[config.mk]
export PLATFORM = sky130hd
export DESIGN_NAME = ccf_flag_gen
export DESIGN_NICKNAME = d
export VERILOG_FILES = /design/src/rtl/ccf_pkg.sv /design/src/rtl/ccf_arith.sv /design/src/rtl/ccf_result.sv /design/src/rtl/ccf_flag_gen.sv
export SDC_FILE = /design/constraint.sdc
export NUM_CORES = 1
export LEC_CHECK = 0
export BUFFER_PORTS_ARGS = -buffer_cell sky130_fd_sc_hd__buf_2
export CAP_MARGIN = 20
export CORE_MARGIN = 4
export CORE_UTILIZATION = 32
export CTS_BUF_LIST = sky130_fd_sc_hd__clkbuf_4 sky130_fd_sc_hd__clkbuf_8 sky130_fd_sc_hd__clkbuf_16
export DETAILED_ROUTE_END_ITERATION = 10
export PLACE_DENSITY_LB_ADDON = 0.12
export SETUP_SLACK_MARGIN = 0.5
export SYNTH_ARGS = -nofsm -noshare
export SYNTH_HDL_FRONTEND = slang
export SYNTH_SLANG_ARGS = --single-unit
[constraint.sdc]
create_clock -name clk -period 4.11 [get_ports clk]
set_clock_uncertainty 0.2 [all_clocks]
set_input_delay 0.822 -clock clk [delete_from_list [all_inputs] [get_ports clk]]
set_output_delay 0.822 -clock clk [all_outputs]
set_load 0.1 [all_outputs]
[src/rtl/ccf_pkg.sv]
package ccf_pkg;
    typedef enum logic [1:0] {
        CLS_ADD   = 2'b00,
        CLS_SUB   = 2'b01,
        CLS_TEST  = 2'b10,
        CLS_SHIFT = 2'b11
    } op_cls_t;

    // flag positions decoded by branch logic elsewhere
    localparam int FLG_C = 0;
    localparam int FLG_V = 1;
    localparam int FLG_Z = 2;
    localparam int FLG_N = 3;
    localparam int FLG_KEEP_LO = 4;
endpackage

[src/rtl/ccf_arith.sv]
// Carry and overflow for add/subtract at one width.
module ccf_arith #(
    parameter int W = 8
) (
    input  logic [W-1:0] a,
    input  logic [W-1:0] b,
    input  logic [W-1:0] r,
    input  logic         is_sub,
    output logic         carry,
    output logic         ovf
);
    logic [W-1:0] c_vec;
    logic [W-1:0] v_vec;

    always_comb begin
        if (is_sub) begin
            c_vec = (b & r) | (~a & r) | (~a & b);
            v_vec = (~a & b & r) | (a & ~b & ~r);
        end else begin
            c_vec = (a & ~r) | (b & ~r) | (a & b);
            v_vec = (~a & ~b & r) | (a & b & ~r);
        end
        carry = c_vec[W-1];
        ovf   = v_vec[W-1];
    end
endmodule

[src/rtl/ccf_result.sv]
// Sign and zero detection of the result at one width.
module ccf_result #(
    parameter int W = 8
) (
    input  logic [W-1:0] r,
    output logic         neg,
    output logic         zero
);
    assign neg  = r[W-1];
    assign zero = ~|r;
endmodule

[src/rtl/ccf_flag_gen.sv]
module ccf_flag_gen #(
    parameter int DW = 16,
    parameter int FW = 8
) (
    input  logic          clk,
    input  logic          rst_n,
    input  logic          op_valid,
    input  logic [1:0]    op_class,
    input  logic          wide,
    input  logic [DW-1:0] opnd_a,
    input  logic [DW-1:0] opnd_b,
    input  logic [DW-1:0] result,
    input  logic          shift_c,
    input  logic [FW-1:0] flags_in,
    output logic [FW-1:0] flags_out,
    output logic          out_valid
);
    import ccf_pkg::*;

    localparam int HW     = DW / 2;
    localparam int NLANES = 2;

    logic [NLANES-1:0] lane_c, lane_v, lane_n, lane_z;
    op_cls_t           cls;
    logic              sel_c, sel_v, sel_n, sel_z;
    logic [FW-1:0]     nxt;

    assign cls = op_cls_t'(op_class);

    // lane 0 narrow (low half), lane 1 full width
    for (genvar g = 0; g < NLANES; g++) begin : g_lane
        localparam int LW = (g == 0) ? HW : DW;
        ccf_arith #(.W(LW)) u_arith (
            .a      (opnd_a[LW-1:0]),
            .b      (opnd_b[LW-1:0]),
            .r      (result[LW-1:0]),
            .is_sub (cls == CLS_SUB),
            .carry  (lane_c[g]),
            .ovf    (lane_v[g])
        );
        ccf_result #(.W(LW)) u_res (
            .r    (result[LW-1:0]),
            .neg  (lane_n[g]),
            .zero (lane_z[g])
        );
    end

    assign sel_c = wide ? lane_c[1] : lane_c[0];
    assign sel_v = wide ? lane_v[1] : lane_v[0];
    assign sel_n = wide ? lane_n[1] : lane_n[0];
    assign sel_z = wide ? lane_z[1] : lane_z[0];

    always_comb begin
        nxt        = flags_in;
        nxt[FLG_N] = sel_n;
        nxt[FLG_Z] = sel_z;
        unique case (cls)
            CLS_ADD, CLS_SUB: begin
                nxt[FLG_C] = sel_c;
                nxt[FLG_V] = sel_v;
            end
            CLS_TEST: begin
                nxt[FLG_V] = 1'b0;
            end
            CLS_SHIFT: begin
                nxt[FLG_C] = shift_c;
                nxt[FLG_V] = sel_n ^ shift_c;
            end
        endcase
    end

    always_ff @(posedge clk) begin
        if (!rst_n) begin
            flags_out <= '0;
            out_valid <= 1'b0;
        end else begin
            out_valid <= op_valid;
            if (op_valid) flags_out <= nxt;
        end
    end

    // ---------------- assertions ----------------
    p_valid_follows_r9: assert property (@(posedge clk) disable iff (!rst_n)
        op_valid |=> out_valid);

    p_hold_when_idle_r9: assert property (@(posedge clk) disable iff (!rst_n)
        !op_valid |=> $stable(flags_out));

    p_upper_passthru_r8: assert property (@(posedge clk) disable iff (!rst_n)
        op_valid |=> flags_out[FW-1:FLG_KEEP_LO] == $past(flags_in[FW-1:FLG_KEEP_LO]));

    p_test_clears_v_r5: assert property (@(posedge clk) disable iff (!rst_n)
        (op_valid && op_class == 2'b10) |=>
            (!flags_out[FLG_V] && flags_out[FLG_C] == $past(flags_in[FLG_C])));

    p_shift_carry_r6: assert property (@(posedge clk) disable iff (!rst_n)
        (op_valid && op_class == 2'b11) |=>
            (flags_out[FLG_C] == $past(shift_c) &&
             flags_out[FLG_V] == (flags_out[FLG_N] ^ flags_out[FLG_C])));

    p_sign_r4: assert property (@(posedge clk) disable iff (!rst_n)
        op_valid |=> flags_out[FLG_N] ==
            ($past(wide) ? $past(result[DW-1]) : $past(result[HW-1])));

    p_zero_r4: assert property (@(posedge clk) disable iff (!rst_n)
        (op_valid && wide) |=> flags_out[FLG_Z] == ($past(result) == '0));
endmodule

==> results of run 1 <==
[path summary, 6_finish.rpt]
kind,to,start,slack [ns],depth (start not counted)
worst min register to register,flags_out[3],flags_out[3],0.28,1
worst max-delay path,flags_out[2],flags_out[2],2.08,1
worst max register to register,flags_out[0],flags_out[0],3.19,3
worst min-delay path,flags_out[3],flags_out[3],0.28,1
[per-layer routing]
layer	wire length (um)	global-route usage	vias up
li1	-	-	292
met1	565	0.1453	242
met2	564	0.1522	23
met3	96	0.04908	3
met4	7	0.04036	0
met5	0	0	-
[state kept, by name (all words and copies together), names as in the netlist]
name	count
flags_out	8
out_valid	1
[power breakdown]
group / internal (W) / switching (W) / total, W
clock network: 0.0000439 / 0.0000289 / 0.0000727
logic: 0.0000283 / 0.0000576 / 0.0000859
registers: 0.0000924 / 0.00000202 / 0.0000944
[layout make-up]
| type | instances | area, um^2 | area share |
|---|---|---|---|
| clock buffer | 4 | 30.03 | 0.03909 |
| inverter | 1 | 3.754 | 0.004886 |
| multi-input combinational | 45 | 334.1 | 0.4349 |
| sequential | 9 | 180.2 | 0.2345 |
| tap | 16 | 20.02 | 0.02606 |
| timing repair buffer | 40 | 200.2 | 0.2606 |
[per-stage QoR]
stage	util	hold WS (ns)	area, um^2	total power, W
2_1_floorplan	-	0.7493	529.3	0.0001583
3_3_place_gp	0.4789	0.2601	738.2	0.0001823
3_5_place_dp	0.4789	0.2667	738.2	0.0001829
4_1_cts	0.4984	0.2938	768.2	0.0002570
5_1_grt	0.4984	0.3154	768.2	0.0002671
6_report	0.4984	0.2832	768.2	0.0002531
[logic make-up (layout without fill, tap and decap cells)]
family | after synthesis | after routing | synth area share
flip-flops | 9 | 9 | 0.3404
XOR/XNOR | 3 | 3 | 0.04965
AO/OA/AOI/OAI | 13 | 13 | 0.1631
AND/OR/NAND/NOR | 19 | 19 | 0.2293
multiplexers | 10 | 10 | 0.1891
buffers and inverters | 3 | 45 | 0.02836
[cells in the final DEF, fill, tap and decap left out]
cell / n
a2111oi_1: 1
a21oi_1: 3
a311oi_1: 1
a31oi_1: 3
and2_1: 1
and2b_4: 1
buf_2: 40
clkbuf_4: 4
dfxtp_1: 9
inv_1: 1
mux2i_1: 10
nand2_1: 3
nor2b_1: 7
nor3_1: 1
nor4_1: 3
o211a_1: 1
o21ai_0: 3
o31a_1: 1
or2b_2: 2
or3b_1: 1
xnor2_1: 3
==> run summary, run 1 <==
Worst Tran Pin Value: 0.4875 ns
antenna violations before repair: 0
Setup-failing EPs final: 0
crit-path max FO: 2
Worst path slowest cell: buf_2
critical path class: reg2out
CTS tree: done
GRT Util Overall: 0.1089
postcts setup bufs: 0
num ports: 72
layout cell share with drive strength beyond 1: 0.4747
count leader, synth: mux2i_1
# nets final: 163
post-synth cell types: 21
via count: 560
First-pass DRT Iterations: 4
CP startpoint kind: flip-flop
final hold vios: 0
async set-reset flop share out of synthesis: 0
pwr/cell area: 329.4 nW/um^2
CTS Buf Count: 3
number of synthesized flops with an enable pin: 0
Layout fillers: 173
PostCTS Resize Cnt: 0
placement row count: 14
most frequent cells after synthesis: mux2i_1 (10), dfxtp_1 (9), nor2b_1 (7)
required time of the critical path: 3.09 ns
GPL Wtd Cong: 0.6213
status: completed
Residual DRC: 0
H-tree depth: 1
Slew Limit Fails: 0
vias in the first global route: 510
Avg Cell Area, Syn: 9.285 um^2
critical path's top delay family: buffers and inverters
worst path cell trace: buf_2
post-route ant nets: 0
grt total ovfl: 0
Max VDD drop: 0.2206 mV
slew margin rel.: 0.6773
Synth Cell Area: 529.3 um^2
final WL: 1.233 mm
ant diodes: 0
RSZ-0062 raised after global routing: no
Die Ht: 48.67 um
clock root cell: clkbuf_4
Placeable Area: 1541 um^2
CP arrival: 1.01 ns
FF+latch count, synth: 9
Final WS setup: 2.076 ns
Yosys top cell by area: dfxtp_1
largest net degree at the start of global routing: 12
die area: 2369 um^2
syn nets: 120
ys flop type: dfxtp_1
register clock-pin slew on the reported worst setup and hold paths: 0.06 ns
Critical Path Sink Type: output port
Clock Sinks: 9
First DRT Iteration DRCs: 9
post-synthesis sequential area ratio: 0.3404
Clock Latency Late Sink: 0.25 ns
Hold-fix buffers, CTS: 0
first-pass GRT wire length: 2.083 mm
Cells after DPL: 111
layout overhead on the synthesized area: 45.15%
port bufs: 40
Max-Cap Viols: 0
Placement Setup Slack: 1.926 ns
Setup TNS Final: 0 ns
highest achievable clock rate: 491.5 MHz
final std cells w/o fill: 115
Die X: 48.67 um
Lkg Pwr: 0.3883 nW
DP HPWL: 1.034 mm
Worst path max stage delay: 0.42 ns
Final period util: 0.4950
Initial Util: 0.3433
Synth top area share: 0.3404
Synth area leaders: dfxtp_1 (34%), mux2i_1 (19%), nor2b_1 (8.3%)
Synth Instances: 57
Hold WC Path Type: reg2reg
Clock Tree Buf Depth: 2
yosys warns: 0
Avg WL per Cell: 10.72 um
crit path buf inv count: 1
Tmin final: 2.034 ns
vias per inst: 4.870
Note: power is estimated with default switching activity, not from simulation.
==> run 2: changes to the inputs <==
- CORE_UTILIZATION: 32 -> 27
- clock period: 4.11 -> 1.8 ns (I/O delays scaled with it)
==> run summary, run 2 (synthesis results as in run 1) <==
Final period util: 0.7665
Clock Latency Late Sink: 0.25 ns
Hold WC Path Type: in2reg
Worst Reg-to-Reg Cells: 3
slew margin rel.: 0.8383
metal3 WL: 130 um
Worst Tran Pin Value: 0.2358 ns
Layout Utilization: 0.5747
first-pass GRT wire length: 2.304 mm
placement row count: 15
CP arrival: 1.33 ns
die area: 2733 um^2
Top reg by flops: flags_out
post-route ant nets: 0
Area after DPL: 793.3 um^2
Worst Hold Slack: 0.1694 ns
Worst Setup SP: op_class[1]
critical path class: in2reg
GRT Util Overall: 0.1141
clock power share: 0.258
Die X: 52.28 um
Residual DRC: 0
Setup TNS Final: 0 ns
via count: 572
Max VDD drop: 0.4530 mV
H-tree depth: 1
pwr/cell area: 631.6 nW/um^2
Lkg Pwr: 0.4465 nW
Avg WL per Cell: 11.59 um
Slew Limit Fails: 0
worst reg-to-reg setup slack: 0.81 ns
Tmin final: 1.380 ns
# nets final: 164
final hold vios: 0
Placement Setup Slack: 0.08831 ns
Clock Tree Buf Depth: 2
Critical Path Sink Type: flip-flop
register clock-pin slew on the reported worst setup and hold paths: 0.06 ns
Reg-to-Reg End: flags_out[0]
First-pass DRT Iterations: 4
Seq pwr share: 0.348
switching power: 0.0002192 W
required time of the critical path: 1.75 ns
commonest cells after routing, fill and taps aside: buf_2 (26), mux2i_1 (10), dfxtp_2 (9), buf_12 (9), nor2b_1 (7)
layout cell share with drive strength beyond 1: 0.6200
GPL Wtd Cong: 0.7367
Die Ht: 52.28 um
hold_sp: flags_in[6]
status: completed
CTS Buf Count: 3
CTS tree: done
Final WS setup: 0.4203 ns
critical register-to-register path startpoint: flags_out[0]
num ports: 72
Placeable Area: 1783 um^2
Logic pwr share: 0.394
commonest non-fill, non-tap cell in the layout: buf_2
Setup-failing EPs final: 0
clock root cell: clkbuf_4
WL met2: 752 um
CP startpoint kind: input pin
Initial Util: 0.2968
largest net degree at the start of global routing: 12
RSZ-0062 raised after global routing: yes
critical path capture point: flags_out[0]
port bufs: 40
crit-path max FO: 2
layout overhead on the synthesized area: 93.62%
uppermost routed layer: met4
antenna violations before repair: 0
Hold-fix buffers, CTS: 0
highest achievable clock rate: 724.8 MHz
final WL: 1.449 mm
Clock Sinks: 9
First DRT Iteration DRCs: 3
grt total ovfl: 0
Top Registers: flags_out (8), out_valid (1)
M1 WL: 560 um
Sw Ratio: 0.3387
final instance area: 1025 um^2
vias per inst: 4.576
vias in the first global route: 601
cell internal pwr: 0.0004280 W
Largest register FFs: 8
Max-Cap Viols: 0
ant diodes: 0
-- run 2: cell count changes in the layout (fill, tap and decap cells not counted), moves of 3 or more --
cell	change
dfxtp_1	-9
dfxtp_2	+9
buf_6	+4
buf_2	-14
buf_12	+9
nor4_1	-3
-- run 2: worst min-delay path by stage --
stage	to	cells past startpoint
6_report	flags_out[6]	3
5_1_grt	flags_out[5]	3
3_5_place_dp	flags_out[3]	1
4_1_cts	flags_out[6]	3
2_1_floorplan	out_valid	1
3_3_place_gp	flags_out[3]	1
-- run 2: what timing repair did --
| action | CTS | global route |
|---|---|---|
| endpoints found under the setup margin | 12 | 12 |
| cloned | 0 | 0 |
| gates resized for setup | 47 | 2 |
| setup buffers | 1 | 0 |
| pin swaps | 6 | 3 |
-- run 2: critical path: stages --
cell and delay [ns]:
buf_8 0.09, and2b_4 0.24, mux2i_1 0.08, a311oi_2 0.21, a31oi_1 0.07, o31a_1 0.27
-- run 2: final cells by class --
type	instances	area, um^2
clock buffers	4	30.03
fillers	184	758.2
inverters	1	3.754
multi-input cells	45	390.4
flip-flops and latches	9	191.4
well taps	25	31.28
repair buffers	41	377.9
-- run 2: metrics by stage --
stage | power [W] | std cells
floorplan | 0.0003671 | 57
global placement | 0.0004251 | 120
detailed placement | 0.0004272 | 120
CTS | 0.0006512 | 125
global route | 0.0006793 | 125
finish | 0.0006472 | 125
-- run 2: metal layers --
layer	up-vias	global-route usage
li1	294	-
met1	257	0.1143
met2	19	0.2071
met3	2	0.05983
met4	0	0.02553
met5	-	0
-- run 2: power by group through the flow --
stage | clock network, W | logic (W) | registers [W]
finish | 0.000167 | 0.000255 | 0.000225
global route | 0.000183 | 0.000269 | 0.000226
CTS | 0.000173 | 0.000253 | 0.000225
detailed placement | 0 | 0.000205 | 0.000222
global placement | 0 | 0.000203 | 0.000222
floorplan | 0 | 0.0000588 | 0.000308
==> run 3: changes to the inputs <==
- ABC_AREA: not set -> 1
- CORE_UTILIZATION: 27 -> 31
- clock period: 1.8 -> 1.3 ns (I/O delays scaled with it)
==> run summary, run 3 <==
Hold WC Path Type: in2reg
yosys warns: 0
port bufs: 40
slew margin rel.: 0.8632
Residual DRC: 0
CTS tree: done
ant diodes: 0
worst reg-to-reg setup slack: 0.30 ns
Initial Util: 0.3319
Worst path slowest cell: dfxtp_4
vias in the first global route: 717
crit-path max FO: 2
pwr/cell area: 763.6 nW/um^2
CP arrival: 0.79 ns
Placeable Area: 1745 um^2
WHS Path Cells: 3
Max VDD drop: 0.6451 mV
required time of the critical path: 0.84 ns
CTS Buf Count: 3
GRT Util Overall: 0.1458
Avg Cell Area, Syn: 5.852 um^2
commonest non-fill, non-tap cell in the layout: buf_2
Avg WL per Cell: 11.02 um
RSZ-0062 raised after global routing: yes
ys flop type: dfxtp_1
metal3 WL: 163 um
critical path's top delay family: flip-flops
Worst path max stage delay: 0.36 ns
Synth Cell Area: 579.3 um^2
FF+latch count, synth: 9
Clock Tree Buf Depth: 2
count leader, synth: nand2_1
critical path class: reg2out
Critical Path Sink Type: output port
Largest register FFs: 8
antenna violations before repair: 0
Slew Limit Fails: 0
Die Ht: 51.23 um
Synth area leaders: dfxtp_1 (31%), nand2_1 (14%), nor2_1 (12%)
Tmin final: 1.248 ns
# nets final: 218
Final period util: 0.9602
crit path buf inv count: 1
placement row count: 15
highest achievable clock rate: 801.1 MHz
Clock Sinks: 9
Top Registers: flags_out (8), out_valid (1)
Setup-failing EPs final: 0
commonest cells after routing, fill and taps aside: buf_2 (22), nor2_1 (14), nand2_1 (13)
grt total ovfl: 0
DP HPWL: 1.400 mm
num ports: 72
PnR Total Power: 0.0009994 W
register clock-pin slew on the reported worst setup and hold paths: 0.06 ns
Setup TNS Final: 0 ns
final WL: 1.972 mm
Hold EP: flags_out[5]
status: completed
post-route ant nets: 0
Yosys top cell by area: dfxtp_1
GPL Wtd Cong: 0.7174
post-synthesis sequential area ratio: 0.3110
Layout fillers: 142
Clock Latency Late Sink: 0.26 ns
hold_sp: flags_in[5]
async set-reset flop share out of synthesis: 0
CP startpoint kind: flip-flop
final hold vios: 0
First-pass DRT Iterations: 4
Synth Instances: 99
First DRT Iteration DRCs: 7
Hold-fix buffers, CTS: 0
largest net degree at the start of global routing: 10
post-synth cell types: 16
critical register-to-register path startpoint: flags_out[3]
most frequent cells after synthesis: nand2_1 (21), nor2_1 (19), inv_1 (14), nand3_1 (11)
vias per inst: 4.553
Worst Tran Pin Value: 0.2031 ns
worst path cell trace: buf_12
Reg-to-Reg End: flags_out[3]
layout cell share with drive strength beyond 1: 0.6623
Max-Cap Viols: 0
layout overhead on the synthesized area: 125.9%
M1 WL: 790 um
Top reg by flops: flags_out
first-pass GRT wire length: 2.904 mm
uppermost routed layer: met4
number of synthesized flops with an enable pin: 0
Final WS setup: 0.05172 ns
Synth top area share: 0.3110
via count: 815
WL met2: 1.002 mm
clock root cell: clkbuf_4
Worst Reg-to-Reg Cells: 5
Lkg Pwr: 0.6479 nW
syn nets: 162
die area: 2625 um^2
H-tree depth: 1
Placement Setup Slack: 0.02194 ns
Die X: 51.23 um
-- run 3: cell count changes after synthesis, moves of 3 or more --
cell | previous run | this run
nor2_1 | 0 | 19
nand2_1 | 3 | 21
inv_1 | 1 | 14
nand3_1 | 0 | 11
mux2i_1 | 10 | 0
nor2b_1 | 7 | 0
o21ai_0 | 3 | 9
a31oi_1 | 3 | 0
nor4_1 | 3 | 0
xnor2_1 | 3 | 0
-- run 3: final cells by class --
type	count	area, um^2	share of cell area
sequential	9	214.0	0.1635
tap	25	31.28	0.02390
multi-input combinational	73	440.4	0.3365
inverter	16	82.58	0.06310
clock buffer	4	30.03	0.02294
timing repair buffer	52	510.5	0.3901
-- run 3: cell families (layout without fill, tap and decap cells) --
group / after synthesis / count (layout) / synth area share
AO/OA/AOI/OAI: 14 / 14 / 0.1382
flip-flops: 9 / 9 / 0.3110
AND/OR/NAND/NOR: 59 / 59 / 0.4385
buffers and inverters: 17 / 72 / 0.1123
-- run 3: repair_timing --
action,CTS,global route
resized for setup,36,19
endpoints found under the setup margin,17,17
pin swaps,19,16
setup buffers,4,6
-- run 3: worst register-to-register path, delay by kind of cell (launching register included) --
kind | cells | cell delay, ns
buffers and inverters | 2 | 0.18
AND/OR/NAND/NOR | 2 | 0.11
flip-flops | 1 | 0.35
AO/OA/AOI/OAI | 1 | 0.06
-- run 3: how the worst max path moves through the flow --
stage	start	endpoint	slack [ns]	cells past startpoint
floorplan	op_class[1]	flags_out[1]	0.28	8
global placement	result[15]	flags_out[0]	0.02	8
detailed placement	result[15]	flags_out[0]	0.02	8
CTS	flags_out[3]	flags_out[3]	0.04	1
global route	flags_out[3]	flags_out[3]	0.02	1
finish	flags_out[5]	flags_out[5]	0.05	1
-- run 3: power breakdown --
| group | switching [W] | total (W) | leakage, nW | internal (W) |
|---|---|---|---|---|
| Clock | 0.0000983 | 0.000237 | 0.0184 | 0.000139 |
| Sequential | 0.0000178 | 0.000305 | 0.0802 | 0.000287 |
| Combinational | 0.000256 | 0.000457 | 0.549 | 0.000201 |
-- run 3: through the flow --
step | util | std cells | area, um^2 | hold slack [ns]
6_report | 0.7498 | 179 | 1309 | 0.02362
4_1_cts | 0.6853 | 173 | 1196 | 0.03004
5_1_grt | 0.7498 | 179 | 1309 | 0.04711
3_3_place_gp | 0.5871 | 165 | 1025 | 0.2768
2_1_floorplan | - | 99 | 658.1 | 0.1570
3_5_place_dp | 0.5871 | 165 | 1025 | 0.2858
-- run 3: per-layer routing --
metal | up-vias | GRT usage
met1 | 352 | 0.1696
met2 | 34 | 0.2511
met4 | 0 | 0.03930
met5 | - | 0
met3 | 2 | 0.05248
li1 | 427 | -
